$ cat config.mk
export PLATFORM = sky130hd
export DESIGN_NAME = rbm_mult
export DESIGN_NICKNAME = d
export VERILOG_FILES = /design/src/rtl/rbm_pkg.sv /design/src/rtl/rbm_add_cell.sv /design/src/rtl/rbm_csa_row.sv /design/src/rtl/rbm_ripple.sv /design/src/rtl/rbm_mult.sv
export SDC_FILE = /design/constraint.sdc
export NUM_CORES = 1
export LEC_CHECK = 0
export BUFFER_PORTS_ARGS = -buffer_cell sky130_fd_sc_hd__buf_2
export CORE_AREA = 2 2 39 41
export DETAILED_ROUTE_END_ITERATION = 10
export DIE_AREA = 0 0 41 43
export PLACE_DENSITY = 0.81
export SLEW_MARGIN = 0
export SYNTH_ARGS = -nofsm -noshare
export SYNTH_HDL_FRONTEND = slang
export SYNTH_SLANG_ARGS = --single-unit
$ cat constraint.sdc
create_clock -name vclk -period 13
set_clock_uncertainty 0.05 [all_clocks]
set_input_delay 1.95 -clock vclk [all_inputs]
set_output_delay 1.95 -clock vclk [all_outputs]
set_load 0.01 [all_outputs]
$ cat src/rtl/rbm_pkg.sv
package rbm_pkg;
  function automatic logic fa_sum(input logic x, input logic y, input logic z);
    return x ^ y ^ z;
  endfunction

  function automatic logic fa_maj(input logic x, input logic y, input logic z);
    return (x & y) | (x & z) | (y & z);
  endfunction
endpackage

$ cat src/rtl/rbm_add_cell.sv
module rbm_add_cell
  import rbm_pkg::*;
(
  input  logic en_i,
  input  logic pp_i,
  input  logic sum_i,
  input  logic carry_i,
  input  logic cgen_lo_i,
  output logic sum_o,
  output logic carry_o,
  output logic cgen_o
);
  logic x_g, y_g, z_g;

  // operand gating: adder inputs held at zero while bypassed
  assign x_g = pp_i & en_i;
  assign y_g = sum_i & en_i;
  assign z_g = carry_i & en_i;

  assign cgen_o  = fa_maj(x_g, y_g, z_g);
  assign sum_o   = en_i ? fa_sum(x_g, y_g, z_g) : sum_i;
  assign carry_o = en_i ? cgen_lo_i : carry_i;
endmodule

$ cat src/rtl/rbm_csa_row.sv
module rbm_csa_row #(
  parameter int W = 8
) (
  input  logic         en_i,
  input  logic [W-1:0] pp_i,
  input  logic [W-1:0] sum_i,
  input  logic [W-1:0] carry_i,
  output logic [W-1:0] sum_o,
  output logic [W-1:0] carry_o
);
  logic [W:0] gen;

  assign gen[0] = 1'b0;

  for (genvar i = 0; i < W; i++) begin : g_cell
    rbm_add_cell u_cell (
      .en_i     (en_i),
      .pp_i     (pp_i[i]),
      .sum_i    (sum_i[i]),
      .carry_i  (carry_i[i]),
      .cgen_lo_i(gen[i]),
      .sum_o    (sum_o[i]),
      .carry_o  (carry_o[i]),
      .cgen_o   (gen[i+1])
    );
  end

  always_comb begin
    if (!en_i) begin
      assert_bypass_pass_R2: assert (sum_o == sum_i && carry_o == carry_i)
        else $error("bypassed row altered its vectors");
    end
    // partial sums never reach 2^W, so the top carry is always zero
    assert_no_overflow_R7: assert (gen[W] == 1'b0)
      else $error("carry left top of carry-save row");
  end
endmodule

$ cat src/rtl/rbm_ripple.sv
module rbm_ripple
  import rbm_pkg::*;
#(
  parameter int W = 8
) (
  input  logic [W-1:0] x_i,
  input  logic [W-1:0] y_i,
  output logic [W-1:0] sum_o
);
  logic [W:0] c;

  assign c[0] = 1'b0;

  for (genvar i = 0; i < W; i++) begin : g_bit
    assign sum_o[i] = fa_sum(x_i[i], y_i[i], c[i]);
    assign c[i+1]   = fa_maj(x_i[i], y_i[i], c[i]);
  end

  always_comb begin
    assert_final_carry_R7: assert (c[W] == 1'b0)
      else $error("carry left top of final adder");
  end
endmodule

$ cat src/rtl/rbm_mult.sv
module rbm_mult #(
  parameter int N = 4
) (
  input  logic [N-1:0]   a_i,
  input  logic [N-1:0]   b_i,
  output logic [2*N-1:0] p_o,
  output logic [N-2:0]   row_active_o
);
  localparam int W = 2 * N;

  logic [W-1:0] s_stage [N];
  logic [W-1:0] c_stage [N];
  logic [W-1:0] a_ext;

  assign a_ext      = W'(a_i);
  assign s_stage[0] = a_ext & {W{b_i[0]}};
  assign c_stage[0] = '0;

  for (genvar j = 1; j < N; j++) begin : g_row
    rbm_csa_row #(.W(W)) u_row (
      .en_i   (b_i[j]),
      .pp_i   (a_ext << j),
      .sum_i  (s_stage[j-1]),
      .carry_i(c_stage[j-1]),
      .sum_o  (s_stage[j]),
      .carry_o(c_stage[j])
    );
    assign row_active_o[j-1] = b_i[j];
  end

  rbm_ripple #(.W(W)) u_final (
    .x_i  (s_stage[N-1]),
    .y_i  (c_stage[N-1]),
    .sum_o(p_o)
  );

  always_comb begin
    assert_exact_R1: assert (p_o == a_ext * W'(b_i))
      else $error("product mismatch");
    if (b_i == '0) begin
      assert_zero_mult_R3: assert (p_o == '0 && row_active_o == '0)
        else $error("zero multiplier gave nonzero result");
    end
    if (a_i == '0) begin
      assert_zero_mcand_R4: assert (p_o == '0)
        else $error("zero multiplicand gave nonzero product");
    end
    if (b_i == N'(1)) begin
      assert_unit_R5: assert (p_o == a_ext && row_active_o == '0)
        else $error("unit multiplier wrong");
    end
    if ($onehot(b_i)) begin
      assert_single_row_R6: assert ($countones(row_active_o) <= 1)
        else $error("more than one row active for single-bit multiplier");
    end
  end
endmodule

==> impl_results.md <==
* DR pass1 iterations at 4
* Global route total overflow at 0
* P per Cell Area at 26.8 mW/mm^2
* Remaining DRCs at 0
* Max Freq at around 120 MHz
* CLK BUF at 0
* DP Cell Count at 113
* Gate Count Post-Synth at ~90
* Clock Power Share at 0%
* Final net count at 122
* Total power at 0.0202 mW
* Worst Path Arrival at approximately 6.2 ns
* HP Class: input port to primary output
* Routed vias/inst at 5.19
* Final Setup Violations at 0
* Gpl congestion at just under 0.8
* Ant diodes at 0
* Ratio of cells with drive above 1 in the final layout at 22.7%
* Antenna violations before repair at 0
* Cts hold-fix bufs at 0
* P_int at 0.00889 mW
* Largest net degree at the start of global routing at 27
* Final hold violation count at 0
* Synth Cell Area at about 710 sq um
* PnR worst setup slack at 4.81 ns
* Post-synthesis simple-gate area fraction at 35.1%
* Slew at the pin with the worst max-slew slack at 0.368 ns
* FF+latch area at 0 sq um
* Num sequential at 0
* Flop pwr share at 0%
* Compound-cell area share of the yosys netlist at between 10% and 20%
* Post-place instance area at 756 sq um
* Ports at 19
* Mux share of post-synthesis cell area at 4.57%
* Syn Nets at 112
* Die ar. at 0.00176 sq mm
* DRT antenna net count at 0
* Slew headroom at between 70% and 80%
* Commonest cells after routing, fill and taps aside: 19 x buf_2, 15 x nand2_1, 10 x and2_1, 10 x and3_1, 10 x fa_1
* Synthesis Warnings at 0
* Vias in the first global route at 476
* Crit end category: primary output
* CP Data Required Time at 11.00 ns
* Chip width at 41 um
* Final min period at between 8 and 9 ns
* Detailed Route Iter0 Violations at 15
* Layout area overhead at 6.15%
* Fin Setup TNS at 0 ns
* Starting Density at 51.4%
* Net switching power at 0.0113 mW
* Commonest non-fill, non-tap cell in the layout: buf_2
* Setup crit start kind: input port
* Max Cap Viol at 0
* Final Instance Area at 756 sq um
* Vias at 586
* Die Ht at 43 um
* First-pass GRT wire length at about 1900 um
* Setup Crit Path Kind: input port to primary output
* Gr usage total at approximately 14%
* Final worst path period share at a little over three fifths
* Buffers on Ports at 19
* Combinational Power Share at 100.0%
* DP Worst Slack at 4.78 ns
* Sw frac at 56.0%
* Detailed Place HPWL at 955 um
* Maximum vdd drop at between 0.01 and 0.015 mV
* Synth unique cells at 25
* Seq/Total Area, Yosys at 0%
* Core box area at 0.00138 sq mm
* Post-synthesis xor/xnor area fraction at 0%
* Status: completed
* Routed len/inst at 9.85 um
* Post-CTS Setup Bufs at 0
* Layout Cells excl Fill at 113
* Leak pwr at 0.428 nW
* Fin. max-slew vios at 0
* Post-cts gate resize count at 0
* Row cnt at 14
* Adder-Cell Fraction of Synth Area at 36.9%
* Post-Syn Area per Cell at 8.00 sq um
* Largest family of logic cells by synthesized area: adder cells
* Drt total wl at 1110 um
* Crit Path Max Fanout at 18
* RSZ-0062 raised after global routing: no
[per-stage QoR]
step                hold WS, ns  utilization [%]
finish                     4.19             54.6
global route               4.21             54.6
CTS                        4.19             54.6
detailed placement         4.19             54.6
global placement           4.18             54.6
floorplan                  3.94                -
[kinds of logic after synthesis]
family,Yosys count
fa+ha+maj,15
mux,3
compound gates,11
simple gates,45
buf+inv,15
[worst paths after layout]
| kind | start | depth (start not counted) | to |
|---|---|---|---|
| max | b_i[1] | 20 | p_o[6] |
| min | b_i[1] | 2 | row_active_o[0] |
[layout make-up]
cell class	count	area (sq um)
Multi-Input combinational cell	74	626
Timing Repair Buffer	19	95.1
Inverter	4	15.0
Fill cell	140	628
Tap cell	16	20.0
[routing by layer]
metal	share of wire, %	track usage, %	vias to the layer above
met5	0	0	-
met4	0	0	0
met3	4.2	0	0
met2	47	23.8	13
met1	48	20.8	263
li1	-	-	310
[cell usage after synthesis (2+ instances only)]
cell      number  area, sq um
a22o_1         5         43.8
clkbuf_1       2         7.51
buf_4          5         37.5
nor2b_1        2         12.5
inv_1          4         15.0
and3_1        10         62.6
and2_1        10         62.6
nand3b_1       3         22.5
nand2_1       15         56.3
buf_2          3         15.0
nor2_1         2         7.51
fa_1          10          200
ha_1           5         62.6
mux2_2         2         22.5
[critical path: stages]
cell	delay, ns
buf_2	0.17
and2_1	0.16
ha_1	0.29
nand2_1	0.09
nand2_1	0.06
and2_1	0.17
fa_1	0.49
or2b_1	0.11
o211ai_1	0.11
fa_1	0.53
nand2_1	0.05
o21ai_1	0.09
a31oi_1	0.08
fa_1	0.44
fa_1	0.39
fa_1	0.36
inv_1	0.07
fa_1	0.40
inv_1	0.05
buf_2	0.12
[power by group through the flow]
stage / clock network, mW / logic [mW] / registers [mW]
2_1_floorplan: 0 / 0.0165 / 0
3_3_place_gp: 0 / 0.0202 / 0
3_5_place_dp: 0 / 0.0206 / 0
4_1_cts: 0 / 0.0207 / 0
5_1_grt: 0 / 0.0236 / 0
6_report: 0 / 0.0202 / 0
Power figures use the tool's default switching activity.
